==> config.mk <==
export PLATFORM = sky130hd
export DESIGN_NAME = flash_excl_arb
export DESIGN_NICKNAME = d
export VERILOG_FILES = /design/src/rtl/fea_pkg.sv /design/src/rtl/fea_ip_track.sv /design/src/rtl/fea_grant_ctrl.sv /design/src/rtl/fea_err_flag.sv /design/src/rtl/fea_status.sv /design/src/rtl/flash_excl_arb.sv
export SDC_FILE = /design/constraint.sdc
export NUM_CORES = 1
export LEC_CHECK = 0
export BUFFER_PORTS_ARGS = -buffer_cell sky130_fd_sc_hd__buf_2
export CAP_MARGIN = 20
export CORE_AREA = 2 2 39 41
export CTS_BUF_LIST = sky130_fd_sc_hd__clkbuf_4 sky130_fd_sc_hd__clkbuf_8
export CTS_CLUSTER_SIZE = 20
export DETAILED_ROUTE_END_ITERATION = 8
export DIE_AREA = 0 0 41 43
export GPL_TIMING_DRIVEN = 0
export PLACE_DENSITY_LB_ADDON = 0.15
export SYNTH_ARGS = -nofsm -noshare
export SYNTH_HDL_FRONTEND = slang
export SYNTH_HIERARCHICAL = 1
export SYNTH_SLANG_ARGS = --single-unit
==> constraint.sdc <==
create_clock -name clk -period 3.4 [get_ports clk]
set_clock_uncertainty 0.15 [all_clocks]
set_input_delay 0.17 -clock clk [delete_from_list [all_inputs] [get_ports clk]]
set_output_delay 0.17 -clock clk [all_outputs]
set_load 0.01 [all_outputs]
==> src/rtl/fea_pkg.sv <==
package fea_pkg;
  // Which bus drains the receive buffer; decides the grant gating.
  typedef enum logic {
    RXRD_SHARED   = 1'b0,
    RXRD_SEPARATE = 1'b1
  } rxrd_mode_e;
endpackage

==> src/rtl/fea_ip_track.sv <==
module fea_ip_track (
  input  logic clk,
  input  logic rst,
  input  logic trig,
  input  logic blocked,
  input  logic done,
  output logic reject,
  output logic start_q,
  output logic busy_q
);
  logic accept;

  always_comb begin
    accept = trig & ~blocked & ~busy_q;
    reject = trig & blocked;
  end

  always_ff @(posedge clk) begin
    if (rst) begin
      busy_q  <= 1'b0;
      start_q <= 1'b0;
    end else begin
      start_q <= accept;
      if (accept)
        busy_q <= 1'b1;
      else if (done)
        busy_q <= 1'b0;
    end
  end
endmodule

==> src/rtl/fea_grant_ctrl.sv <==
module fea_grant_ctrl
  import fea_pkg::*;
#(
  parameter int FILL_W = 6,
  parameter int DMA_CH = 2
) (
  input  logic              clk,
  input  logic              rst,
  input  rxrd_mode_e        mode,
  input  logic              req,
  input  logic              busy,
  input  logic [FILL_W-1:0] fill,
  input  logic [DMA_CH-1:0] dma_pend,
  output logic              gnt_q
);
  logic dma_any;
  logic drained;
  logic may_grant;

  generate
    if (DMA_CH > 1) begin : g_dma_multi
      assign dma_any = |dma_pend;
    end else begin : g_dma_single
      assign dma_any = dma_pend[0];
    end
  endgenerate

  always_comb begin
    drained   = (fill == '0) & ~dma_any;
    may_grant = ~busy & ((mode == RXRD_SEPARATE) | drained);
  end

  always_ff @(posedge clk) begin
    if (rst)
      gnt_q <= 1'b0;
    else
      gnt_q <= req & (gnt_q | may_grant);
  end
endmodule

==> src/rtl/fea_err_flag.sv <==
module fea_err_flag (
  input  logic clk,
  input  logic rst,
  input  logic set,
  input  logic clr,
  output logic flag_q
);
  always_ff @(posedge clk) begin
    if (rst)
      flag_q <= 1'b0;
    else if (set)
      flag_q <= 1'b1;
    else if (clr)
      flag_q <= 1'b0;
  end
endmodule

==> src/rtl/fea_status.sv <==
module fea_status
  import fea_pkg::*;
#(
  parameter int FILL_W = 6,
  parameter int DMA_CH = 2
) (
  input  logic              clk,
  input  logic              rst,
  input  logic              mode_we,
  input  logic              mode_wdata,
  input  logic [FILL_W-1:0] fill,
  input  logic [DMA_CH-1:0] dma_pend,
  output rxrd_mode_e        mode_q,
  output logic [FILL_W-1:0] fill_q,
  output logic [DMA_CH-1:0] dma_q
);
  always_ff @(posedge clk) begin
    if (rst) begin
      mode_q <= RXRD_SHARED;
      fill_q <= '0;
      dma_q  <= '0;
    end else begin
      if (mode_we)
        mode_q <= rxrd_mode_e'(mode_wdata);
      fill_q <= fill;
      dma_q  <= dma_pend;
    end
  end
endmodule

==> src/rtl/flash_excl_arb.sv <==
module flash_excl_arb
  import fea_pkg::*;
#(
  parameter int FILL_W = 6,
  parameter int DMA_CH = 2
) (
  input  logic              clk,
  input  logic              rst,
  input  logic              mode_we,
  input  logic              mode_wdata,
  input  logic              excl_req,
  output logic              excl_gnt,
  input  logic              ip_trig,
  output logic              ip_start,
  input  logic              ip_done,
  output logic              ip_busy,
  input  logic [FILL_W-1:0] rx_fill,
  input  logic [DMA_CH-1:0] rx_dma_pend,
  input  logic              err_clr,
  output logic              err_flag,
  output logic              st_mode,
  output logic [FILL_W-1:0] st_fill,
  output logic [DMA_CH-1:0] st_dma
);
  rxrd_mode_e mode_q;
  logic       gnt_q;
  logic       busy_q;
  logic       ip_reject;
  logic       ip_blocked;

  // A request (pending or granted) or a held grant closes the command path.
  assign ip_blocked = excl_req | gnt_q;

  fea_status #(.FILL_W(FILL_W), .DMA_CH(DMA_CH)) u_status (
    .clk        (clk),
    .rst        (rst),
    .mode_we    (mode_we),
    .mode_wdata (mode_wdata),
    .fill       (rx_fill),
    .dma_pend   (rx_dma_pend),
    .mode_q     (mode_q),
    .fill_q     (st_fill),
    .dma_q      (st_dma)
  );

  fea_ip_track u_ip (
    .clk     (clk),
    .rst     (rst),
    .trig    (ip_trig),
    .blocked (ip_blocked),
    .done    (ip_done),
    .reject  (ip_reject),
    .start_q (ip_start),
    .busy_q  (busy_q)
  );

  fea_grant_ctrl #(.FILL_W(FILL_W), .DMA_CH(DMA_CH)) u_gnt (
    .clk      (clk),
    .rst      (rst),
    .mode     (mode_q),
    .req      (excl_req),
    .busy     (busy_q),
    .fill     (rx_fill),
    .dma_pend (rx_dma_pend),
    .gnt_q    (gnt_q)
  );

  fea_err_flag u_err (
    .clk    (clk),
    .rst    (rst),
    .set    (ip_reject),
    .clr    (err_clr),
    .flag_q (err_flag)
  );

  assign excl_gnt = gnt_q;
  assign ip_busy  = busy_q;
  assign st_mode  = mode_q;
endmodule

# After elaboration in Yosys (flattened, before gate mapping)
# Cells that the tools add are included.
[word_totals]
register_bits = 13
out_inout_bits = 13
in_bits = 16
[op_classes]
bitwise = 12
n_mux = 4
reduce_logical = 4
[ops]
columns = ["cell", "count"]
rows = [
  ["1-bit AND", 6],
  ["6-bit zero test", 1],
  ["1-bit two-way mux", 4],
  ["2-bit nonzero test", 2],
  ["1-bit NOT", 3],
  ["1-bit bitwise OR", 3],
  ["2-bit OR reduction", 1],
]

# Depth between registers and ports, before layout
# Gate-level depths: netlist of the first run.
[logic_depth]
word_depth = 7
mapped_depth = 4
depth_no_buf = 4

# By module
# The synthesis of the first run kept the hierarchy.
[modules_own_cells]
columns = ["module", "cells_per_inst", "seq_area_each_um2", "n_inst", "area_each_um2"]
rows = [
  ["fea_status", 19, 180.2, 1, 244.0],
  ["fea_ip_track", 6, 40.0, 1, 83.8],
  ["fea_grant_ctrl", 6, 20.0, 1, 67.6],
  ["fea_err_flag", 4, 20.0, 1, 38.8],
  ["flash_excl_arb", 1, 0.0, 1, 6.3],
]

# Worst setup path after synthesis of the first run
# No wires, ideal clock.
[synth_timing]
path_type = "reg2reg"
startpoint = "register u_gnt.gnt_q"
endpoint = "register u_ip.busy_q"
setup_ns = 0.058
path_stages_with_launch = 4
synth_period_minus_slack_ns = 1.171
t_arrival_ns = 0.964
path_slack_ns = 2.229
cell_sequence = "dfxtp_1 > or2_1 > nor4b_4 > or2_1"
[synth_via]
elab_chain_cells = 5
word_cells_on_any_way = 6
[synth_lines]
columns = ["item", "line_no", "rtl"]
rows = [
  ["start: declaration", "fea_grant_ctrl.sv:14", "output logic gnt_q"],
  ["start signal: assignment", "fea_grant_ctrl.sv:37", "gnt_q <= req & (gnt_q | may_grant);"],
  ["1-bit bitwise OR *", "flash_excl_arb.sv:32", "assign ip_blocked = excl_req | gnt_q;"],
  ["named net ip_blocked", "flash_excl_arb.sv:29", "logic ip_blocked;"],
  ["1-bit NOT *", "fea_ip_track.sv:14", "accept = trig & ~blocked & ~busy_q;"],
  ["1-bit AND * (2 in series)", "fea_ip_track.sv:14", ""],
  ["1-bit two-way mux / 2-bit nonzero test (equally long branches)", "--", ""],
  ["end signal: assignment", "fea_ip_track.sv:20", "busy_q <= 1'b0;"],
  ["end signal: assignment", "fea_ip_track.sv:25", "busy_q <= 1'b1;"],
  ["end signal: assignment", "fea_ip_track.sv:27", "busy_q <= 1'b0;"],
  ["end: declaration", "fea_ip_track.sv:9", "output logic busy_q"],
]
# The timed path passes the listed nets; every way through them passes the cells marked *.
# A chain may end at the register's enable or synchronous reset.

==> results of run 1 <==
routing by layer:
metal | vias to the layer above | GRT usage [%] | wire (µm)
met5 | - | 0 | 0
met1 | 180 | 12.13 | 334
met4 | 0 | 6.000 | 12
met3 | 2 | 7.853 | 79
met2 | 18 | 20.00 | 466
li1 | 204 | - | -
power by group through the flow:
stage	Sequential (mW)	Clock (mW)	Combinational, mW
floorplan	0.171	0	0.0114
global placement	0.167	0	0.0367
detailed placement	0.167	0	0.0367
CTS	0.163	0.104	0.0459
global route	0.164	0.112	0.0503
finish	0.163	0.0974	0.0456
worst max-delay path: cells and delay by family:
family                 cells  cell delay (ps)
multiplexers               1              120
buffers and inverters      3             1210
AND/OR/NAND/NOR            1               40
what timing repair did:
| item | 4_1_cts | 5_1_grt |
|---|---|---|
| hold buffers | 10 | 0 |
| endpoints found under the hold margin | 9 | 0 |
| setup buffers | 0 | 0 |
final timing paths:
path | startpoint | to | slack, ps
hold / removal | ip_trig | u_ip/start_q | 20
hold reg to reg | u_err/flag_q | u_err/flag_q | 340
setup reg to reg | u_status/mode_q | u_status/mode_q | 2100
setup / recovery | mode_wdata | u_status/mode_q | 1870
cell type report:
class	instances	area, µm²	area share (%)
Clock buffer	4	30.03	4.110
Inverter	1	3.754	0.5137
Multi-Input combinational cell	22	176.4	24.14
Sequential cell	13	260.3	35.62
Tap cell	16	20.02	2.740
Timing Repair Buffer	38	240.2	32.88
per-stage QoR:
stage / utilization, % / instance area, µm² / power [mW]
final: 52.80 / 730.7 / 0.3062
after global routing: 52.80 / 730.7 / 0.3272
after detailed placement: 43.40 / 600.6 / 0.2037
after CTS: 52.80 / 730.7 / 0.3137
after floorplan: - / 440.4 / 0.1828
after global placement: 43.40 / 600.6 / 0.2035
logic make-up after synthesis:
logic type	count (synthesis)
AOI/OAI and AO/OA	2
buffers and inverters	1
muxes	1
and+or+nand+nor	19
DFF	13
cell usage in the layout, fill, tap and decap left out, types with 2 or more instances in the layout:
cell type | netlist | layout
buf_2 | 0 | 28
clkbuf_4 | 0 | 4
nor2b_1 | 9 | 9
dfxtp_1 | 13 | 13
dlygate4sd3_1 | 0 | 10
or2_1 | 2 | 2
flip-flops by register name, summed over array words and instances (netlist names):
| name | cells |
|---|---|
| u_err/flag_q | 1 |
| u_gnt/gnt_q | 1 |
| u_ip/busy_q | 1 |
| u_ip/start_q | 1 |
| u_status/dma_q | 2 |
| u_status/fill_q | 6 |
| u_status/mode_q | 1 |
==> run summary, run 1 <==
Nets -> 95
post-synthesis register bit count -> 13
CTS clk-pin slew, worst paths -> 70 ps
Syn. warnings -> 6
Worst Path Max Fanout -> 1
Wirelength per Cell -> 9.511 µm
CP most frequent cell -> dlygate4sd3_1
number of antenna violations at the first check in global routing -> 0
port bufs -> 28
slew of the pin with the lowest slew margin -> 291.1 ps
status -> completed
Hold Path Cell Cnt -> 2
core area -> 1384 µm²
CTS resizes -> 0
crit path time final -> 1527 ps
RSZ-0062 raised after global routing -> no
clock share of power -> 31.8%
Slew Limit Fails -> 0
count leader, synth -> dfxtp_1
relative slew slack -> 80.42%
endpoints failing hold -> 0
post-synthesis sequential area ratio -> 59.09%
DR pass1 iterations -> 1
CTS tree -> done
H-tree Lvls -> 1
synthesized instance count -> 36
simple-gate area share of the yosys netlist -> 34.09%
Post-DRT Antenna Nets -> 0
CP Data Required Time -> 3400 ps
FMAX -> 654.8 MHz
post-synthesis mux area share -> 2.273%
CTS sink count -> 13
Post-synth ARST share -> 0%
routed vias/inst -> 4.298
Comb power frac -> 14.9%
Synth area leader -> dfxtp_1
Mapped Nets -> 52
cell breakdown of the critical path -> dlygate4sd3_1, buf_2, mux2i_1, dlygate4sd3_1, nor2_1
xor/xnor cell area share of the yosys netlist -> 0%
CP max-delay cell -> dlygate4sd3_1
WP data arrival -> 1530 ps
hold crit path type -> in2reg
synth cell count leaders -> dfxtp_1 (13), nor2b_1 (9), or2_1 (2)
largest cells by area after synthesis -> dfxtp_1 (59%), nor2b_1 (13%), nor4b_4 (5.4%)
Post-Syn Area -> 440.4 µm²
largest net degree at the start of global routing -> 14
adder-cell area share of the yosys netlist -> 0%
Startpoint Class -> primary input
Root Driver -> clkbuf_4
Leak -> 0.3479 nW
Num CTS Buffers -> 3
hold slack -> 22.10 ps
row cnt -> 14
Pint -> 0.2406 mW
Post-synth top flop -> dfxtp_1
CP Class -> in2reg
initial core utilization -> 31.83%
largest family of logic cells by synthesized area -> simple AND/OR/NAND/NOR gates
Post-Route Setup TNS -> 0 ps
setup ws final -> 1873 ps
Final Cycle Share -> 44.92%
IO Pins -> 29
DP Worst Slack -> 2178 ps
share of layout cells above drive strength 1 -> 46.15%
final setup vio count -> 0
DIE WIDTH -> 41 µm
GRT overflow -> 0
fin cells -> 94
Worst VDD drop -> 0.3397 mV
Yosys cell types -> 15
nature of the critical path endpoint -> flip-flop
switch share -> 21.44%
CTS max path bufs -> 2
Max Cap Viol -> 0
Seq pwr share -> 53.3%
post-synth top area share -> 59.09%
Ant. Diodes -> 0
EDFF count, synth -> 0
die area -> 1763 µm²
Chip Height -> 43 µm
Compound-Gate Fraction of Synth Area -> 3.693%
first-pass GRT wire length -> 1.449 mm
syn avg cell area -> 12.23 µm²
DR iter-0 viols -> 0
vias in the first global route -> 373
fill count -> 134
Worst R2R Path Depth -> 3
PwrDens -> 419.1 nW/µm²
clk_lat worst skew -> 260 ps
area added between synthesis and finish -> 65.91%
Vias -> 404
GPL Wtd Cong -> 0.6985
drt total wl -> 894 µm
Psw -> 0.06565 mW
DRC violations left -> 0
CP max stage delay -> 560 ps
GRT Overall Usage -> 12.63%
dpl cells -> 80
Note: power is estimated with default switching activity, not from simulation.
==> inputs of run 2 (changes only) <==
- ABC_AREA: default -> 1
- clock period: 3.4 -> 1.4 ns (I/O delays scaled with it)
==> run 2 against run 1 <==
Sequential power rose by 140%; via count rose by 22%; flip-flop and latch count did not move; clock power rose by 150%; non-clock buffer count rose by 6; largest cell class is now non-clock buffers.
==> run summary, run 2 <==
status -> completed
IO Pins -> 29 (unchanged)
FMAX -> 867.5 MHz
largest net degree at the start of global routing -> 10 (-4)
CP max stage delay -> 530 ps (-30 ps)
clock share of power -> 31.5% (-0.3 points)
CP most frequent cell -> nand2_1
Wirelength per Cell -> 8.031 µm (-16%)
Post-DRT Antenna Nets -> 0 (unchanged)
Yosys cell types -> 11 (-4)
Chip Height -> 43 µm (unchanged)
syn avg cell area -> 7.320 µm² (-40%)
CTS tree -> done
RSZ-0062 raised after global routing -> no
Post-Route Setup TNS -> 0 ps (unchanged)
R2R Path End -> u_err/flag_q
final setup vio count -> 0 (unchanged)
Worst Path Max Fanout -> 2 (+1)
DR iter-0 viols -> 5 (+5)
Startpoint Class -> primary input
CTS sink count -> 13 (unchanged)
Psw -> 0.1784 mW (+170%)
Synth area leader -> dfxtp_1
Comb power frac -> 17.2% (+2.3 points)
CP Data Required Time -> 1460 ps (-1940 ps)
cell breakdown of the critical path -> dlygate4sd3_1, buf_2, nor2_1, nand2_1, o21ai_1, nand2_1, a21oi_2
clk_lat worst skew -> 270 ps (about the same)
CP max-delay cell -> dlygate4sd3_1
synth cell count leaders -> inv_1 (21), nor2_1 (15), dfxtp_1 (13), nand2_1 (10), a21oi_2 (2)
Top Registers -> u_status/fill_q (6), u_status/dma_q (2)
Nets -> 131 (+38%)
post-synthesis sequential area ratio -> 53.06% (-6.0 points)
Syn. warnings -> 6 (unchanged)
GPL Wtd Cong -> 0.6365 (-8.9%)
hold crit path type -> reg2reg
HPWL Detailed -> 668.3 µm
Top Family by Delay on Critical Path -> buffers and inverters
Mapped Nets -> 83 (+60%)
synthesized instance count -> 67 (+86%)
drt total wl -> 1.044 mm (+17%)
Setup crit end -> u_gnt/gnt_q
vias in the first global route -> 470 (+26%)
Total Power -> 0.7721 mW (+150%)
WP data arrival -> 1210 ps (-320 ps)
post-synthesis register bit count -> 13 (unchanged)
slew of the pin with the lowest slew margin -> 130.0 ps (-161.0 ps)
Largest register FFs -> 6 (unchanged)
Root Driver -> clkbuf_4
H-tree Lvls -> 1 (unchanged)
Leak -> 0.4847 nW (+39%)
Ant. Diodes -> 0 (unchanged)
Bufs and invs on worst path -> 2 (-1)
GRT overflow -> 0 (unchanged)
DP Worst Slack -> 505.9 ps (-1672 ps)
largest cells by area after synthesis -> dfxtp_1 (53%), inv_1 (16%), nor2_1 (11%)
nature of the critical path endpoint -> flip-flop
DIE WIDTH -> 41 µm (unchanged)
first-pass GRT wire length -> 1.738 mm (+20%)
Final Cycle Share -> 82.34%
count leader, synth -> inv_1
hold buffer count at CTS -> 15 (+5)
commonest non-fill, non-tap cell in the layout -> buf_2
Post-synth top flop -> dfxtp_1
CTS resizes -> 0 (unchanged)
PwrDens -> 929.3 nW/µm² (+120%)
DR pass1 iterations -> 3 (+2)
endpoints failing hold -> 0 (unchanged)
initial core utilization -> 35.44% (+3.6 points)
row cnt -> 14 (unchanged)
die area -> 1763 µm² (unchanged)
GRT Overall Usage -> 15.14% (+2.5 points)
Seq pwr share -> 51.3% (-2.0 points)
area added between synthesis and finish -> 69.39%
final core utilization -> 60.04% (+7.2 points)
hold slack -> 316.4 ps (+294.3 ps)
relative slew slack -> 91.32% (+11 points)
switch share -> 23.11% (+1.7 points)
RR Startpoint -> u_gnt/gnt_q
Worst VDD drop -> 0.7777 mV (+130%)
routed vias/inst -> 3.777 (-12%)
DRC violations left -> 0 (unchanged)
CP Class -> in2reg
CTS clk-pin slew, worst paths -> 70 ps (about the same)
port bufs -> 28 (unchanged)
Slew Limit Fails -> 0 (unchanged)
Num CTS Buffers -> 3 (unchanged)
flop2flop setup slack -> 500 ps (-1600 ps)
Post-Syn Area -> 490.5 µm² (+11%)
setup ws final -> 247.2 ps (-1626 ps)
Max Cap Viol -> 0 (unchanged)
CTS max path bufs -> 2 (unchanged)
crit path time final -> 1153 ps
share of layout cells above drive strength 1 -> 33.33% (-13 points)
most frequent cells in the layout -> buf_2 (28), inv_1 (21), dlygate4sd3_1 (15), nor2_1 (15), dfxtp_1 (13)
number of antenna violations at the first check in global routing -> 0 (unchanged)
Hold Path Origin -> u_err/flag_q
number of stages on the worst setup path -> 7 (+2)
Worst Setup SP -> rx_fill[3]
Worst R2R Path Depth -> 6 (+3)
Vias -> 491 (+22%)
post-synth top area share -> 53.06% (-6.0 points)
post-CTS setup buffer count -> 0 (unchanged)
Top reg by flops -> u_status/fill_q
core area -> 1384 µm² (unchanged)
EDFF count, synth -> 0 (unchanged)
Pint -> 0.5937 mW (+150%)
Post-synth ARST share -> 0% (unchanged)
==> run 2: cell types whose count changed in the layout (fill, tap and decap cells not counted), moves of 2 or more <==
| cell | delta |
|---|---|
| nand2_1 | +10 |
| dlygate4sd3_1 | +5 |
| nor2_1 | +14 |
| or2_1 | -2 |
| inv_1 | +20 |
| nor2b_1 | -9 |
==> run 2: stage by stage <==
step / instance area [µm²] / std cells
final: 830.8 / 130
after global routing: 830.8 / 130
after CTS: 830.8 / 130
after detailed placement: 650.6 / 111
after global placement: 650.6 / 111
after floorplan: 490.5 / 67
==> run 2: power groups by stage <==
stage	sequential (mW)	combinational, mW	clock (mW)
CTS	0.397	0.133	0.253
global placement	0.405	0.0994	0
finish	0.396	0.133	0.243
detailed placement	0.405	0.101	0
floorplan	0.417	0.0403	0
global route	0.400	0.149	0.280
==> run 2: worst register-to-register path: cells and delay by family, from the launching register on <==
family                 cells  cell delay [ps]
AO/OA/AOI/OAI              1              110
flip-flops                 1              340
AND/OR/NAND/NOR            2              120
buffers and inverters      3              120
==> run 2: worst min-delay path by stage <==
stage / slack [ps] / endpoint / depth (start not counted)
global placement: 130 / u_status/fill_q[2] / 3
floorplan: -20 / u_err/flag_q / 1
global route: 340 / u_err/flag_q / 2
finish: 320 / u_err/flag_q / 2
detailed placement: 140 / u_status/fill_q[5] / 3
CTS: 320 / u_err/flag_q / 2
==> run 2: kinds of logic after synthesis <==
logic type	after synthesis	synth area share [%]
buffers and inverters	23	19.13
flip-flops	13	53.06
AO/OA/AOI/OAI	3	4.592
AND/OR/NAND/NOR	28	23.22
==> run 2: cell type report <==
| class | count | area, µm² |
|---|---|---|
| fill | 139 | 553.0 |
| timing repair buffer | 43 | 290.3 |
| sequential | 13 | 260.3 |
| multi-input combinational | 31 | 136.4 |
| inverter | 22 | 82.58 |
| clock buffer | 4 | 30.03 |
| tap | 16 | 20.02 |
| buffer | 1 | 11.26 |
==> run 2: routing by layer <==
metal	vias up	global-route usage (%)	wire length, µm
met5	-	0	0
met1	196	13.73	409
met3	2	9.424	72
li1	275	-	-
met4	0	4.000	14
met2	18	26.25	549
